`src/rtl/slotCapPkg.sv`:
```
package slotCapPkg;
  localparam int STREAM_W = 5;
  localparam int SLOT_W   = 8;
  localparam int IDX_W    = STREAM_W + SLOT_W;
  localparam int BYTE_W   = 8;
  localparam int REG_W    = 16;

  typedef struct packed {
    logic capLo;
    logic capHi;
  } capStrobes_t;
endpackage

```
`src/rtl/slotCapCtrl.sv`:
```
module slotCapCtrl
  import slotCapPkg::*;
(
  input  logic              clk,
  input  logic              rstN,
  input  logic              regWrEn,
  input  logic              regAddr,
  input  logic [REG_W-1:0]  regWrData,
  input  logic              frameSync,
  input  logic              storeWrEn,
  input  logic [IDX_W-1:0]  storeWrIdx,
  output logic [IDX_W-1:0]  selIdx,
  output capStrobes_t       strb
);
  logic [IDX_W-1:0] activeIdx;
  logic             hiSel;
  logic             slotHit;

  always_ff @(posedge clk or negedge rstN) begin
    if (!rstN) selIdx <= '0;
    else if (regWrEn && !regAddr) selIdx <= regWrData[IDX_W-1:0];
  end

  always_ff @(posedge clk or negedge rstN) begin
    if (!rstN) begin
      activeIdx <= '0;
      hiSel     <= 1'b0;
    end else if (frameSync) begin
      activeIdx <= selIdx;
      hiSel     <= ~hiSel;
    end
  end

  assign slotHit    = storeWrEn && (storeWrIdx == activeIdx);
  assign strb.capLo = slotHit && !hiSel;
  assign strb.capHi = slotHit && hiSel;

  a_r5_index_frame_locked: assert property (@(posedge clk) disable iff (!rstN)
    !frameSync |=> $stable(activeIdx));
  a_r3_half_flips: assert property (@(posedge clk) disable iff (!rstN)
    frameSync |=> (hiSel != $past(hiSel)));
  a_r3_half_holds: assert property (@(posedge clk) disable iff (!rstN)
    !frameSync |=> $stable(hiSel));
endmodule

```
`src/rtl/slotCapData.sv`:
```
module slotCapData
  import slotCapPkg::*;
(
  input  logic              clk,
  input  logic              rstN,
  input  capStrobes_t       strb,
  input  logic [BYTE_W-1:0] storeWrData,
  output logic [REG_W-1:0]  capWord
);
  localparam int HALVES = REG_W / BYTE_W;
  logic [HALVES-1:0] halfEn;
  assign halfEn = {strb.capHi, strb.capLo};

  for (genvar h = 0; h < HALVES; h++) begin : g_half
    always_ff @(posedge clk or negedge rstN) begin
      if (!rstN) capWord[h*BYTE_W +: BYTE_W] <= '0;
      else if (halfEn[h]) capWord[h*BYTE_W +: BYTE_W] <= storeWrData;
    end
  end

  a_r6_lo_holds: assert property (@(posedge clk) disable iff (!rstN)
    !strb.capLo |=> $stable(capWord[BYTE_W-1:0]));
  a_r6_hi_holds: assert property (@(posedge clk) disable iff (!rstN)
    !strb.capHi |=> $stable(capWord[REG_W-1:BYTE_W]));
  a_r3_one_half: assert property (@(posedge clk) disable iff (!rstN)
    1'b1 |=> ($stable(capWord[BYTE_W-1:0]) || $stable(capWord[REG_W-1:BYTE_W])));
endmodule

```
`src/rtl/slotIdxCalc.sv`:
```
module slotIdxCalc
  import slotCapPkg::*;
(
  input  logic [STREAM_W-1:0] stream,
  input  logic [1:0]          rate,
  input  logic [SLOT_W-1:0]   ts,
  input  logic [SLOT_W-1:0]   rto,
  output logic [IDX_W-1:0]    idx
);
  logic [SLOT_W:0]   sum;
  logic [1:0]        shiftAmt;
  logic [SLOT_W-1:0] scaled;
  logic [SLOT_W-1:0] pipeAdj;
  logic [SLOT_W-1:0] slotOut;

  always_comb begin
    sum      = {1'b0, ts} + {1'b0, rto};
    shiftAmt = 2'd3 - rate;
    scaled   = SLOT_W'(sum << shiftAmt);
    pipeAdj  = SLOT_W'((2 << shiftAmt) - 2);
    slotOut  = scaled + pipeAdj;
    idx      = {slotOut, stream};
  end

  always_comb begin
    if (rate == 2'b11)
      a_r8_full_rate: assert (idx[IDX_W-1:STREAM_W] == SLOT_W'(ts + rto));
  end
endmodule

```
`src/rtl/slotCaptureSampler.sv`:
```
module slotCaptureSampler
  import slotCapPkg::*;
(
  input  logic        clk,
  input  logic        rstN,
  input  logic        regWrEn,
  input  logic        regAddr,
  input  logic [15:0] regWrData,
  output logic [15:0] regRdData,
  input  logic        frameSync,
  input  logic        storeWrEn,
  input  logic [12:0] storeWrIdx,
  input  logic [7:0]  storeWrData,
  input  logic [4:0]  calcStream,
  input  logic [1:0]  calcRate,
  input  logic [7:0]  calcTs,
  input  logic [7:0]  calcRto,
  output logic [12:0] calcIdx
);
  logic [IDX_W-1:0] selIdx;
  logic [REG_W-1:0] capWord;
  capStrobes_t      strb;

  slotCapCtrl i_ctrl (
    .clk(clk), .rstN(rstN), .regWrEn(regWrEn), .regAddr(regAddr),
    .regWrData(regWrData), .frameSync(frameSync), .storeWrEn(storeWrEn),
    .storeWrIdx(storeWrIdx), .selIdx(selIdx), .strb(strb)
  );

  slotCapData i_data (
    .clk(clk), .rstN(rstN), .strb(strb), .storeWrData(storeWrData),
    .capWord(capWord)
  );

  slotIdxCalc i_calc (
    .stream(calcStream), .rate(calcRate), .ts(calcTs), .rto(calcRto),
    .idx(calcIdx)
  );

  assign regRdData = regAddr ? capWord : {{(REG_W-IDX_W){1'b0}}, selIdx};
endmodule

```
`config.mk`:
```
export PLATFORM = sky130hd
export DESIGN_NAME = slotCaptureSampler
export DESIGN_NICKNAME = d
export VERILOG_FILES = /design/src/rtl/slotCapPkg.sv /design/src/rtl/slotCapCtrl.sv /design/src/rtl/slotCapData.sv /design/src/rtl/slotIdxCalc.sv /design/src/rtl/slotCaptureSampler.sv
export SDC_FILE = /design/constraint.sdc
export NUM_CORES = 1
export LEC_CHECK = 0
export ABC_AREA = 1
export BUFFER_PORTS_ARGS = -buffer_cell sky130_fd_sc_hd__buf_2
export CAP_MARGIN = 25
export CORE_UTILIZATION = 52
export DETAILED_ROUTE_END_ITERATION = 10
export MAX_ROUTING_LAYER = met4
export PLACE_DENSITY_LB_ADDON = 0.2
export SKIP_CTS_REPAIR_TIMING = 1
export SYNTH_ARGS = -nofsm -noshare
export SYNTH_HDL_FRONTEND = slang
export SYNTH_SLANG_ARGS = --single-unit
export TNS_END_PERCENT = 100
```
`constraint.sdc`:
```
create_clock -name clk -period 3.28 [get_ports clk]
set_input_delay 0 -clock clk [delete_from_list [all_inputs] [get_ports clk]]
set_output_delay 0 -clock clk [all_outputs]
set_load 0.02 [all_outputs]
```
======== Yosys cells after proc, flatten, opt, wreduce, memory -nomap -nowiden ========
Cells that the tools add are included.
operators by class
  reduce and logical (&&, ||, !) cells .... 6
  bitwise logic cells ..................... 1
  add/subtract/negate cells ............... 4
  eq/ne operators ......................... 1
  multiplexer cells ....................... 1
  shift-type cells ........................ 2
operators with widths
  operator                                                             number
  16-bit two-way mux                                                   1
  13-bit == test                                                       1
  8-bit by 8-bit adder with 9-bit output                               1
  9-bit by 2-bit << shifter with 8-bit output                          1
  8-bit adder                                                          1
  2-bit by 2-bit << shifter with 8-bit output (first input constant)   1
  8-bit by 3-bit subtractor with 8-bit output (second input constant)  1
  1-bit logical AND                                                    4
  1-bit zero test                                                      2
  2-bit subtractor (first input constant)                              1
  1-bit inverter                                                       1
storage, ports and cells
  bits in registers ....................... 43

======== Depth between registers and ports, before layout ========
Gate-level depths: netlist of run 1.
  word-level depth ........................ 4
  depth in mapped cells ................... 23
  depth with buffers taken out ............ 23

======== Modules after synthesis ========
Synthesis of run 1 repeated with hierarchy kept, for this count alone.
second synthesis, totals
  cell total of the unflattened synthesis .. 419
  area total of the unflattened synthesis .. 3064.2 µm²
by module, submodules not included
  module              instances  cells each  area each (µm²)  sequential area each (µm²)
  slotCapCtrl         1          150         1317.5           675.6
  slotIdxCalc         1          152         903.4            0.0
  slotCapData         1          68          610.6            400.4
  slotCaptureSampler  1          49          232.7            0.0

======== Least setup slack after synthesis of run 1 ========
OpenSTA, ideal clock, no wires.
  path kind ............................... input -> output
  start ................................... input port calcTs[0]
  end ..................................... output port calcIdx[12]
  slack ................................... 0.809 ns
  required time ........................... 3.280 ns
  path buffers ............................ 0
  stages .................................. 22
  data arrival time ....................... 2.471 ns
  cell sequence ........................... ha_1 > fa_1 > nand2_1 > nand2_1 > nand3_1 > nand3_1 > nand3_1 > o21ai_0 > ha_1 > inv_1 > ha_1 > a21oi_1 > nand2_1 > nand2_1 > nand2_1 > nand2_1 > nand2_1 > inv_1 > nand2_1 > nand2_1 > nand2_1 > nand2_1
between the ends
  word-level cells in the longest chain between the ends .. 3
ends and longest elaborated chain
  element                                      line                      RTL
  start, declared                              slotCaptureSampler.sv:16  input logic [7:0] calcTs,
  8-bit by 8-bit adder with 9-bit output       slotIdxCalc.sv:17         sum = {1'b0, ts} + {1'b0, rto};
  9-bit by 2-bit << shifter with 8-bit output  slotIdxCalc.sv:19         scaled = SLOT_W'(sum << shiftAmt);
  8-bit adder                                  slotIdxCalc.sv:21         slotOut = scaled + pipeAdj;
  end, declared                                slotCaptureSampler.sv:18  output logic [12:0] calcIdx
No other way between the ends.

======== Worst setup path after layout of run 1 ========
Ends and elaborated chain as after synthesis.

==> results of run 1 <==
registers in the layout (all words and copies together) (netlist names):
| register | cells |
|---|---|
| i_data.capWord | 16 |
| i_ctrl.activeIdx | 13 |
| i_ctrl.selIdx | 13 |
| i_ctrl.hiSel | 1 |
final timing paths:
kind | from | endpoint | depth (start not counted)
worst min-delay path | storeWrData[7] | i_data.capWord[15]$_DFFE_PN0P_ | 3
worst min register to register | i_data.capWord[8]$_DFFE_PN0P_ | i_data.capWord[8]$_DFFE_PN0P_ | 2
min in group asynchronous | rstN | i_data.capWord[13]$_DFFE_PN0P_ | 2
worst max-delay path | calcTs[0] | calcIdx[12] | 24
max in group asynchronous | rstN | i_ctrl.activeIdx[0]$_DFFE_PN0P_ | 3
worst max register to register | i_ctrl.activeIdx[12]$_DFFE_PN0P_ | i_data.capWord[12]$_DFFE_PN0P_ | 6
cell families after synthesis:
kind of cell,count (synthesis),synth area share (%)
compound gates,44,10.27
xor+xnor,8,2.357
flops,43,36.20
buf+inv,70,10.14
simple gates,177,27.27
mux,15,5.682
fa+ha+maj,18,8.081
cell type report:
cell class | count | area (um2) | area share (%)
tap | 72 | 90.09 | 2.455
multi-input combinational | 262 | 1595 | 43.47
timing repair buffer | 100 | 605.6 | 16.50
clock buffer | 8 | 100.1 | 2.728
sequential | 43 | 1076 | 29.32
inverter | 54 | 202.7 | 5.523
routing by layer:
layer | track usage, % | part of all wire (%)
met5 | - | 0
met4 | 7.925 | 2.1
met3 | 3.765 | 4.4
met2 | 40.53 | 53
met1 | 28.17 | 40
report_power, final:
group | internal, mW | switching, mW | leakage, nW
Sequential | 0.588 | 0.0428 | 0.546
Clock | 0.192 | 0.176 | 0.0515
Combinational | 0.229 | 0.336 | 1.46
cells in the mapped netlist:
cell / number / area share, %
mux2_1: 9 / 3.4
o21ai_0: 14 / 2.4
fa_1: 2 / 1.3
dfrtp_1: 43 / 36
nor2_4: 1 / 0.38
nand4_2: 1 / 0.42
nor2_2: 3 / 0.63
o21ai_1: 2 / 0.34
nand3_2: 5 / 1.7
a21oi_1: 5 / 0.84
or2_2: 1 / 0.21
buf_4: 5 / 1.3
or2_4: 1 / 0.29
mux2_2: 6 / 2.3
o22ai_1: 3 / 0.63
or2_1: 1 / 0.21
xor2_1: 5 / 1.5
buf_2: 4 / 0.67
o21ai_2: 19 / 5.6
nor2_1: 8 / 1.0
nand2_1: 120 / 15
nand3b_4: 1 / 0.67
nand3_1: 27 / 4.5
buf_6: 2 / 0.76
ha_1: 16 / 6.7
xnor2_1: 3 / 0.88
inv_1: 52 / 6.6
nand3_4: 1 / 0.59
o2111ai_2: 1 / 0.50
nand4_1: 1 / 0.21
nand2_2: 6 / 1.3
inv_2: 2 / 0.25
clkbuf_1: 5 / 0.63
cell usage in the layout (no fill, tap or decap), drive strengths merged, types with 8 or more instances in the layout:
cell         count
o21ai           35
buf             82
inv             54
dfrtp           43
nand2          126
mux2            15
clkbuf           8
dlygate4sd3     18
ha              16
nor2            12
nand3           33
tightest hold or removal path: cells and delay by family:
kind	cells	cell delay (ps)
buffers and inverters	2	120
AOI/OAI and AO/OA	1	120
==> key figures, run 1 <==
Placed design
  • GPL Wtd Cong: 0.8238
  • DP Worst Slack: 447.3 ps
  • HPWL Detailed: 4985 um
  • Placed insts: 512
  • Dpl cell area: 3369 um2
  • Number of I/O port buffers: 81

Setup path
  • Critical Path Fanout Max: 4
  • Required @ worst endpoint: 3280 ps
  • Critical path type: in2out
  • CP cell instances: buf_2, ha_1, fa_1, nand2_1, nand2_1, nand3_1, nand3_1, nand3_1, o21ai_0, ha_1, inv_1, ha_1, a21oi_1, nand2_1, nand2_1, nand2_1, nand2_1, nand2_1, inv_1, nand2_1, nand2_1, nand2_1, nand2_1, buf_2
  • FF-to-FF setup slack: 1680 ps
  • Buffers & Inverters on Critical Path: 4
  • CP Launch Type: primary input
  • Worst Path Arrival: 2840 ps
  • Setup crit end kind: output port
  • Crit-path leading delay family: adder cells
  • Most numerous cell on the critical path: nand2_1
  • CP max stage delay: 410 ps
  • Critical path's slowest cell: fa_1

Logic synthesis
  • Warning count from the yosys run: 0
  • Yosys cell types: 33
  • Syn nets: 459
  • Synthesized area: 2973 um2
  • Mapped Cells: 375
  • Post-synthesis sequential area ratio: 36.20%
  • Mean Syn Cell Area: 7.928 um2
  • #FFs+latches synth: 43

Power
  • PwrDens: 426.1 nW/um2
  • Tot Pwr: 1.564 mW
  • Maximum VDD drop: 0.3183 mV
  • P_leak: 2.062 nW

Clocking
  • Maximum buffer depth of the clock tree: 2
  • TritonCTS clock tree: done
  • Clk_lat worst skew: 290 ps
  • Root Driver: clkbuf_8
  • H-tree depth: 2
  • TritonCTS Sinks: 43
  • Clk pin slew, worst setup/hold paths: 80 ps
  • Clock buffers created by TritonCTS: 5

Floorplanning
  • Die area: 6023 um2
  • Initial core utilization: 53.99%
  • Ports: 95
  • Die Wd: 77.61 um
  • Die H: 77.61 um
  • Placeable Area: 5507 um2
  • Num rows: 27

GRT
  • Largest net degree at the start of global routing: 44
  • Total gr overflow: 0
  • First-pass GRT wire length: 11010 um
  • Vias in the first global route: 2576
  • Initial antenna violation count: 0
  • GRT Util Overall: 23.60%

Drt
  • 1st-iter DRT viols: 69
  • Vias: 2699
  • Via density per instance: 5.007
  • DRC violations left: 0
  • WL/cell: 12.52 um
  • Final ANT Viol Nets: 0
  • Total wire length: 6749 um
  • Drt pass-1 iters: 4

STA
  • Final WS setup: 441.6 ps
  • Final Max Slew Viols: 0
  • Unrepaired setup endpoints after global routing: no
  • Worst-Margin Slew: 555.4 ps
  • Setup Skew: 7.034 ps
  • Fin crit share: 86.54%
  • Setup-failing EPs final: 0
  • Slew HR: 62.89%
  • Post-layout minimum cycle time: 2838 ps
  • Fin. Hold Viols: 7
  • Final hold slack: -15.44 ps
  • Setup TNS: 0 ps
  • F_max: 0.3523 GHz

Hold path
  • Worst min-delay path class: in2reg

Final layout
  • Area Overhead vs Synth: 23.44%
  • # nets final: 550
  • Filler cell count: 480
  • Final Cell Area: 3670 um2
  • N_diodes: 0
  • Fin cells: 539
  • Fraction of layout cells with a size suffix above 1: 29.34%
  • Final design utilization: 66.64%

Run
  • Max-cap violations: 0

Status
  • Failing checks: negative hold slack
  • Outcome: finished, violations left
Note: power is estimated with default switching activity, not from simulation.
==> run 2: changes to the inputs <==
- PLACE_DENSITY_LB_ADDON: 0.2 -> 0.1
==> run 2 against run 1 <==
The run still ends with negative hold slack left. Worst setup slack gained 3.8 ps. Register-to-register slack worse by 100 ps. Largest cell class unchanged. Non-clock buffer count shrank 1. Cell count is 0.19% lower. Critical endpoint unchanged. Core utilization is 0.45 points lower. Hold slack improved by 9.5 ps.
==> key figures, run 2 (synthesis results as in run 1) <==
Status
  • Outcome: finished, violations left
  • Failing checks: negative hold slack

Floorplanning
  • Placeable Area: 5507 um2 (unchanged)
  • Die area: 6023 um2 (unchanged)
  • Ports: 95 (unchanged)
  • Die Wd: 77.61 um (unchanged)
  • Num rows: 27 (unchanged)
  • Initial core utilization: 53.99% (unchanged)
  • Die H: 77.61 um (unchanged)

STA
  • Final hold slack: -5.904 ps (+9.532 ps)
  • Worst-Margin Slew: 607.2 ps (+51.79 ps)
  • Setup TNS: 0 ps (unchanged)
  • Post-layout minimum cycle time: 2835 ps (-3.824 ps)
  • Setup Skew: 10.82 ps (+3.783 ps)
  • Unrepaired setup endpoints after global routing: no
  • Fin. Hold Viols: 2 (-5)
  • Setup-failing EPs final: 0 (unchanged)
  • Final Max Slew Viols: 0 (unchanged)
  • Fin crit share: 86.42% (-0.12 points)
  • F_max: 0.3528 GHz (+0.13%)
  • Final WS setup: 445.4 ps (+3.824 ps)
  • Slew HR: 59.43% (-3.5 points)

Final layout
  • Final Cell Area: 3645 um2 (-0.68%)
  • Most frequent cells in the layout: 120 x nand2_1, 81 x buf_2, 52 x inv_1, 43 x dfrtp_1, 27 x nand3_1
  • Filler cell count: 485 (+1.0%)
  • Register Area: 1076 um2 (unchanged)
  • Commonest non-fill, non-tap cell in the layout: nand2_1
  • Area Overhead vs Synth: 22.60%
  • Biggest regs: i_data.capWord: 16 flops, i_ctrl.activeIdx: 13 flops, i_ctrl.selIdx: 13 flops
  • Top reg by flops: i_data.capWord
  • Fraction of layout cells with a size suffix above 1: 29.40% (+0.063 points)
  • N_diodes: 0 (unchanged)
  • Combined area of the multi-input logic cells: 1595 um2 (unchanged)
  • # nets final: 549 (-0.18%)
  • Max reg flops: 16 (unchanged)

Run
  • Max-cap violations: 0 (unchanged)

Power
  • Maximum VDD drop: 0.2787 mV (-12%)
  • Tot Pwr: 1.514 mW (-3.2%)
  • Clock power frac: 21.6% (-1.9 points)
  • PwrDens: 415.4 nW/um2 (-2.5%)
  • Sw Pwr: 0.5505 mW (-0.77%)
  • Seq pwr share: 41.4% (+1.1 points)
  • Int Pwr: 0.9636 mW (-4.5%)
  • P_leak: 2.047 nW (-0.70%)
  • Switching part of the total: 36.36% (+0.88 points)
  • Combinational Power Share: 36.9% (+0.7 points)

Setup path
  • R2r endpoint: i_data.capWord[2]$_DFFE_PN0P_
  • CP Launch Type: primary input
  • Most numerous cell on the critical path: nand2_1
  • Required @ worst endpoint: 3280 ps (about the same)
  • Setup crit end kind: output port
  • CP max stage delay: 410 ps (about the same)
  • Critical path's slowest cell: fa_1
  • Critical path launch point: calcTs[0]
  • CP endpoint: calcIdx[12]
  • R2R Path Start: i_ctrl.activeIdx[12]$_DFFE_PN0P_
  • R2r worst-path depth: 6 (unchanged)
  • Critical Path Fanout Max: 4 (unchanged)
  • FF-to-FF setup slack: 1580 ps (-100 ps)
  • Critical path type: in2out
  • CP cell instances: buf_2, ha_1, fa_1, nand2_1, nand2_1, nand3_1, nand3_1, nand3_1, o21ai_0, ha_1, inv_1, ha_1, a21oi_1, nand2_1, nand2_1, nand2_1, nand2_1, nand2_1, inv_1, nand2_1, nand2_1, nand2_1, nand2_1, buf_2
  • Worst Path Arrival: 2830 ps (about the same)

GRT
  • First-pass GRT wire length: 11030 um (+0.19%)
  • Vias in the first global route: 2575 (-0.039%)
  • GRT Util Overall: 23.52% (-0.089 points)
  • Largest net degree at the start of global routing: 44 (unchanged)
  • Total gr overflow: 0 (unchanged)
  • Initial antenna violation count: 0 (unchanged)

Drt
  • DRC violations left: 0 (unchanged)
  • Drt pass-1 iters: 5 (+1)
  • Via density per instance: 4.929 (-1.6%)
  • Total wire length: 6651 um (-1.5%)
  • 1st-iter DRT viols: 175 (+150%)
  • WL/cell: 12.36 um (-1.3%)
  • Vias: 2652 (-1.7%)
  • Final ANT Viol Nets: 0 (unchanged)

Placed design
  • Number of I/O port buffers: 81 (unchanged)
  • Dpl cell area: 3369 um2 (unchanged)
  • HPWL Detailed: 5019 um (+0.68%)
  • DP Worst Slack: 462.4 ps (+15.17 ps)
  • GPL Wtd Cong: 0.8067 (-2.1%)

Clocking
  • TritonCTS clock tree: done
  • Clock buffers created by TritonCTS: 5 (unchanged)
  • TritonCTS Sinks: 43 (unchanged)
  • H-tree depth: 2 (unchanged)
  • Root Driver: clkbuf_8
  • Clk pin slew, worst setup/hold paths: 80 ps (about the same)
  • Maximum buffer depth of the clock tree: 2 (unchanged)
  • Clk_lat worst skew: 290 ps (about the same)

Hold path
  • Worst min-delay path class: in2reg
run 2: changes by cell type in the layout (fill, tap and decap cells not counted):
cell	before	now
dlygate4sd3_1	18	17
clkinv_2	0	1
clkinvlp_4	0	1
clkbuf_8	7	5
run 2: cell type report:
class | count | area share, %
Timing Repair Buffer | 99 | 16.34
Tap cell | 72 | 2.472
Sequential cell | 43 | 29.52
Clock inverter | 2 | 0.3433
Multi-Input combinational cell | 262 | 43.77
Inverter | 54 | 5.561
Clock buffer | 6 | 1.991
run 2: worst min path at each step:
stage / startpoint / end / slack (ps) / cells past startpoint
3_3_place_gp: calcStream[1] / calcIdx[1] / 0.1 / 0
2_1_floorplan: rstN / i_ctrl.activeIdx[0]$_DFFE_PN0P_ / -300 / 0
4_1_cts: rstN / i_ctrl.activeIdx[6]$_DFFE_PN0P_ / -120 / 1
5_1_grt: calcStream[3] / calcIdx[3] / 0.04 / 0
6_report: storeWrData[0] / i_data.capWord[0]$_DFFE_PN0P_ / -6 / 3
3_5_place_dp: calcStream[1] / calcIdx[1] / 0.1 / 0
run 2: routing by layer:
| metal | up-vias | global-route usage [%] | routed length (um) |
|---|---|---|---|
| met4 | 0 | 3.962 | 37 |
| met1 | 1214 | 29.55 | 3092 |
| li1 | 1365 | - | - |
| met5 | - | - | 0 |
| met2 | 68 | 40.35 | 3261 |
| met3 | 5 | 3.882 | 260 |
run 2: power groups by stage:
stage / registers, mW / clock network, mW / logic [mW]
6_report: 0.627 / 0.328 / 0.559
5_1_grt: 0.634 / 0.362 / 0.632
4_1_cts: 0.627 / 0.338 / 0.543
3_5_place_dp: 0.637 / 0 / 0.541
3_3_place_gp: 0.634 / 0 / 0.531
2_1_floorplan: 0.628 / 0 / 0.401
run 2: through the flow:
stage,cells,util (%)
floorplan,375,-
global placement,512,61.19
finish,538,66.19
CTS,520,62.74
global route,538,66.19
detailed placement,512,61.19
run 2: worst max-delay path, delay by kind of cell:
family / cells / cell delay, ps
adders and majority gates: 4 / 1260
and+or+nand+nor: 14 / 990
buffers and inverters: 4 / 340
AOI/OAI and AO/OA: 2 / 240
==> run 3: changes to the inputs <==
- ABC_AREA: 1 -> not set
- CELL_PAD_IN_SITES_DETAIL_PLACEMENT: not set -> 0
- CELL_PAD_IN_SITES_GLOBAL_PLACEMENT: not set -> 1
- CORE_UTILIZATION: 52 -> 42
- clock period: 3.28 -> 3.45 ns (I/O delays scaled with it)
==> run 3 against run 2 <==
Die area increased by 13%. Clock power decreased by 6.7%. Worst setup slack got worse by 220 ps. Wire length fell by 9.6%. Total power shrank 2.3%. First-iteration DRC count is 74% lower. Largest cell class unchanged. Register-to-register slack lost 250 ps. Clock skew decreased by 5.2 ps. Sequential share of layout area rose by 1.4 points. The run now ends clean. Synthesized cell count fell by 37%.
==> key figures, run 3 <==
Logic synthesis
  • Most instantiated cells after synthesis: 56 x mux2_2, 43 x dfrtp_1, 16 x ha_1, 16 x xnor2_1
  • Largest cells by area after synthesis: dfrtp_1 39%, mux2_2 23%, ha_1 7.3%
  • Syn nets: 320 (-30%)
  • Mapped Cells: 236 (-37%)
  • Simple-Gate Fraction of Synth Area: 7.300% (-20 points)
  • Number of enable flip-flop cells after synthesis: 0 (unchanged)
  • Post-synthesis mux area share: 23.51% (+18 points)
  • Warning count from the yosys run: 0 (unchanged)
  • Post-synth top area cell: dfrtp_1
  • Synth Area in XOR/XNOR: 8.356% (+6.0 points)
  • Post-Synth Adder-Cell Area: 8.815% (+0.73 points)
  • Main combinational cell family by area after synthesis: multiplexers
  • #FFs+latches synth: 43 (unchanged)
  • Synth Area in Compound Gates: 7.622% (-2.6 points)
  • Yosys cell types: 35 (+6.1%)
  • Share of the synthesized area in the top cell type: 39.49% (+3.3 points)
  • Top-count cell post-synth: mux2_2
  • Share of async-settable or async-resettable flops after synthesis: 100.0% (unchanged)
  • Synth Flop Type: dfrtp_1
  • Mean Syn Cell Area: 11.55 um2 (+46%)
  • Post-synthesis sequential area ratio: 39.49% (+3.3 points)
  • Synthesized area: 2725 um2 (-8.3%)

Power
  • PwrDens: 424.9 nW/um2 (+2.3%)
  • Maximum VDD drop: 0.2440 mV (-12%)
  • P_leak: 1.719 nW (-16%)

GRT
  • Vias in the first global route: 1970 (-23%)
  • First-pass GRT wire length: 9446 um (-14%)
  • Initial antenna violation count: 0 (unchanged)
  • Largest net degree at the start of global routing: 44 (unchanged)
  • Total gr overflow: 0 (unchanged)
  • GRT Util Overall: 19.29% (-4.2 points)

STA
  • Post-layout minimum cycle time: 3227 ps
  • F_max: 0.3099 GHz
  • Fin. Hold Viols: 0 (-2)
  • Slew HR: 52.66% (-6.8 points)
  • Fin crit share: 93.54%
  • Setup TNS: 0 ps (unchanged)
  • Setup Skew: 5.658 ps (-5.159 ps)
  • Worst-Margin Slew: 704.8 ps (+97.63 ps)
  • Final hold slack: 0.007743 ps (+5.912 ps)
  • Final Max Slew Viols: 0 (unchanged)
  • Setup-failing EPs final: 0 (unchanged)
  • Unrepaired setup endpoints after global routing: no

Hold path
  • Worst min-delay path class: in2out
  • Hold wc startpoint: calcStream[1]
  • Hold depth: 0 (-3)
  • Hold Path Sink: calcIdx[1]

Final layout
  • Most frequent cells in the layout: 81 x buf_2, 56 x mux2_2, 43 x dfrtp_1, 22 x dlygate4sd3_1, 16 x ha_1
  • N_diodes: 0 (unchanged)
  • Max reg flops: 16 (unchanged)
  • Biggest regs: i_data.capWord: 16 flops, i_ctrl.activeIdx: 13 flops, i_ctrl.selIdx: 13 flops
  • Top reg by flops: i_data.capWord
  • # nets final: 418 (-24%)
  • Fin cells: 410 (-24%)
  • Commonest non-fill, non-tap cell in the layout: buf_2
  • Final Cell Area: 3480 um2 (-4.5%)
  • Fraction of layout cells with a size suffix above 1: 45.07% (+16 points)
  • Area Overhead vs Synth: 27.69%

Placed design
  • GPL Wtd Cong: 0.7684 (-4.7%)
  • Dpl cell area: 3147 um2 (-6.6%)
  • Placed insts: 379 (-26%)
  • Number of I/O port buffers: 81 (unchanged)
  • HPWL Detailed: 4424 um (-12%)

Setup path
  • Critical path type: in2out
  • Setup crit end kind: output port
  • CP Launch Type: primary input
  • CP max stage delay: 460 ps (+50 ps)
  • Worst Path Arrival: 3230 ps (+400 ps)
  • Buffers & Inverters on Critical Path: 3 (-1)
  • Required @ worst endpoint: 3450 ps (+170 ps)
  • Most numerous cell on the critical path: ha_1
  • Critical path's slowest cell: fa_1
  • Critical Path Fanout Max: 3 (-1)
  • R2R Path Start: i_ctrl.activeIdx[1]$_DFFE_PN0P_
  • Levels on crit path: 16 (-33%)
  • R2r endpoint: i_data.capWord[0]$_DFFE_PN0P_
  • FF-to-FF setup slack: 1330 ps (-250 ps)
  • Crit-path leading delay family: compound AO/OA/AOI/OAI gates
  • CP cell instances: buf_2, ha_1, fa_1, a21o_4, a2111oi_4, nor4_1, a21oi_1, ha_1, inv_1, ha_1, a21oi_2, o21bai_1, a21oi_1, xor2_1, xnor2_1, buf_2
  • R2r worst-path depth: 5 (-1)

Drt
  • Drt pass-1 iters: 4 (-1)
  • Total wire length: 6011 um (-9.6%)
  • Via density per instance: 5.061 (+2.7%)
  • Vias: 2075 (-22%)
  • Final ANT Viol Nets: 0 (unchanged)
  • DRC violations left: 0 (unchanged)
  • WL/cell: 14.66 um (+19%)
  • 1st-iter DRT viols: 45 (-74%)

Clocking
  • Clk_lat worst skew: 290 ps (about the same)
  • Root Driver: clkbuf_8
  • Maximum buffer depth of the clock tree: 2 (unchanged)
  • Clock buffers created by TritonCTS: 5 (unchanged)
  • TritonCTS clock tree: done
  • H-tree depth: 2 (unchanged)
  • TritonCTS Sinks: 43 (unchanged)

Floorplanning
  • Die H: 82.55 um (+6.4%)
  • Die Wd: 82.55 um (+6.4%)
  • Placeable Area: 6096 um2 (+11%)
  • Die area: 6815 um2 (+13%)
  • Num rows: 28 (+3.7%)
  • Ports: 95 (unchanged)
  • Initial core utilization: 44.70% (-9.3 points)

Status
  • Outcome: finished, final reports clean

Run
  • Max-cap violations: 0 (unchanged)
## run 3: cell count changes after synthesis, sizes merged, moves of 3 or more
cell,change
a21oi,+8
a21o,+4
o22ai,-3
mux2,+41
xor2,+5
nor2,-6
nand3,-26
xnor2,+13
o21ai,-33
and2,+3
nor4,+3
nand2,-117
or2,-3
inv,-41
## run 3: cell families (layout without fill, tap and decap cells)
family	Yosys count	in the layout
AOI/OAI and AO/OA	28	28
xor gates and xnor gates	26	26
adders and majority gates	18	18
buffers and inverters	27	126
DFF	43	43
muxes	57	57
and+or+nand+nor	37	37
## run 3: layout make-up
class,count,area (um2)
fillers,551,2616
multi-input cells,166,1526
flip-flops and latches,43,1076
repair buffers,105,653.1
well taps,75,93.84
clock buffers,7,76.32
inverters,13,48.80
clock inverters,1,5.005
## run 3: where the power goes
part	switching (mW)	internal [mW]
Sequential	0.0468	0.563
Clock	0.164	0.142
Combinational	0.296	0.267
Total	0.506	0.972
## run 3: worst max path at each step
stage / slack (ps) / startpoint / end
6_report: 220 / calcTs[0] / calcIdx[12]
5_1_grt: 30 / calcTs[0] / calcIdx[12]
4_1_cts: 200 / calcTs[0] / calcIdx[12]
3_5_place_dp: 210 / calcTs[0] / calcIdx[12]
3_3_place_gp: 300 / calcTs[0] / calcIdx[12]
2_1_floorplan: 590 / calcTs[0] / calcIdx[12]
## run 3: metal layers
layer	global-route usage, %	part of all wire [%]	vias up
li1	-	-	1024
met3	4.066	5.0	5
met2	30.74	47	62
met5	-	0	-
met1	25.65	48	984
met4	3.276	0.47	0
## run 3: through the flow
step           worst slack (ps)  util, %  total power [mW]
2_1_floorplan             589.3        -             1.007
3_3_place_gp              304.6    51.62             1.155
3_5_place_dp              213.9    51.62             1.161
4_1_cts                   200.6    52.96             1.471
5_1_grt                   31.68    57.08             1.590
6_report                  222.9    57.08             1.479
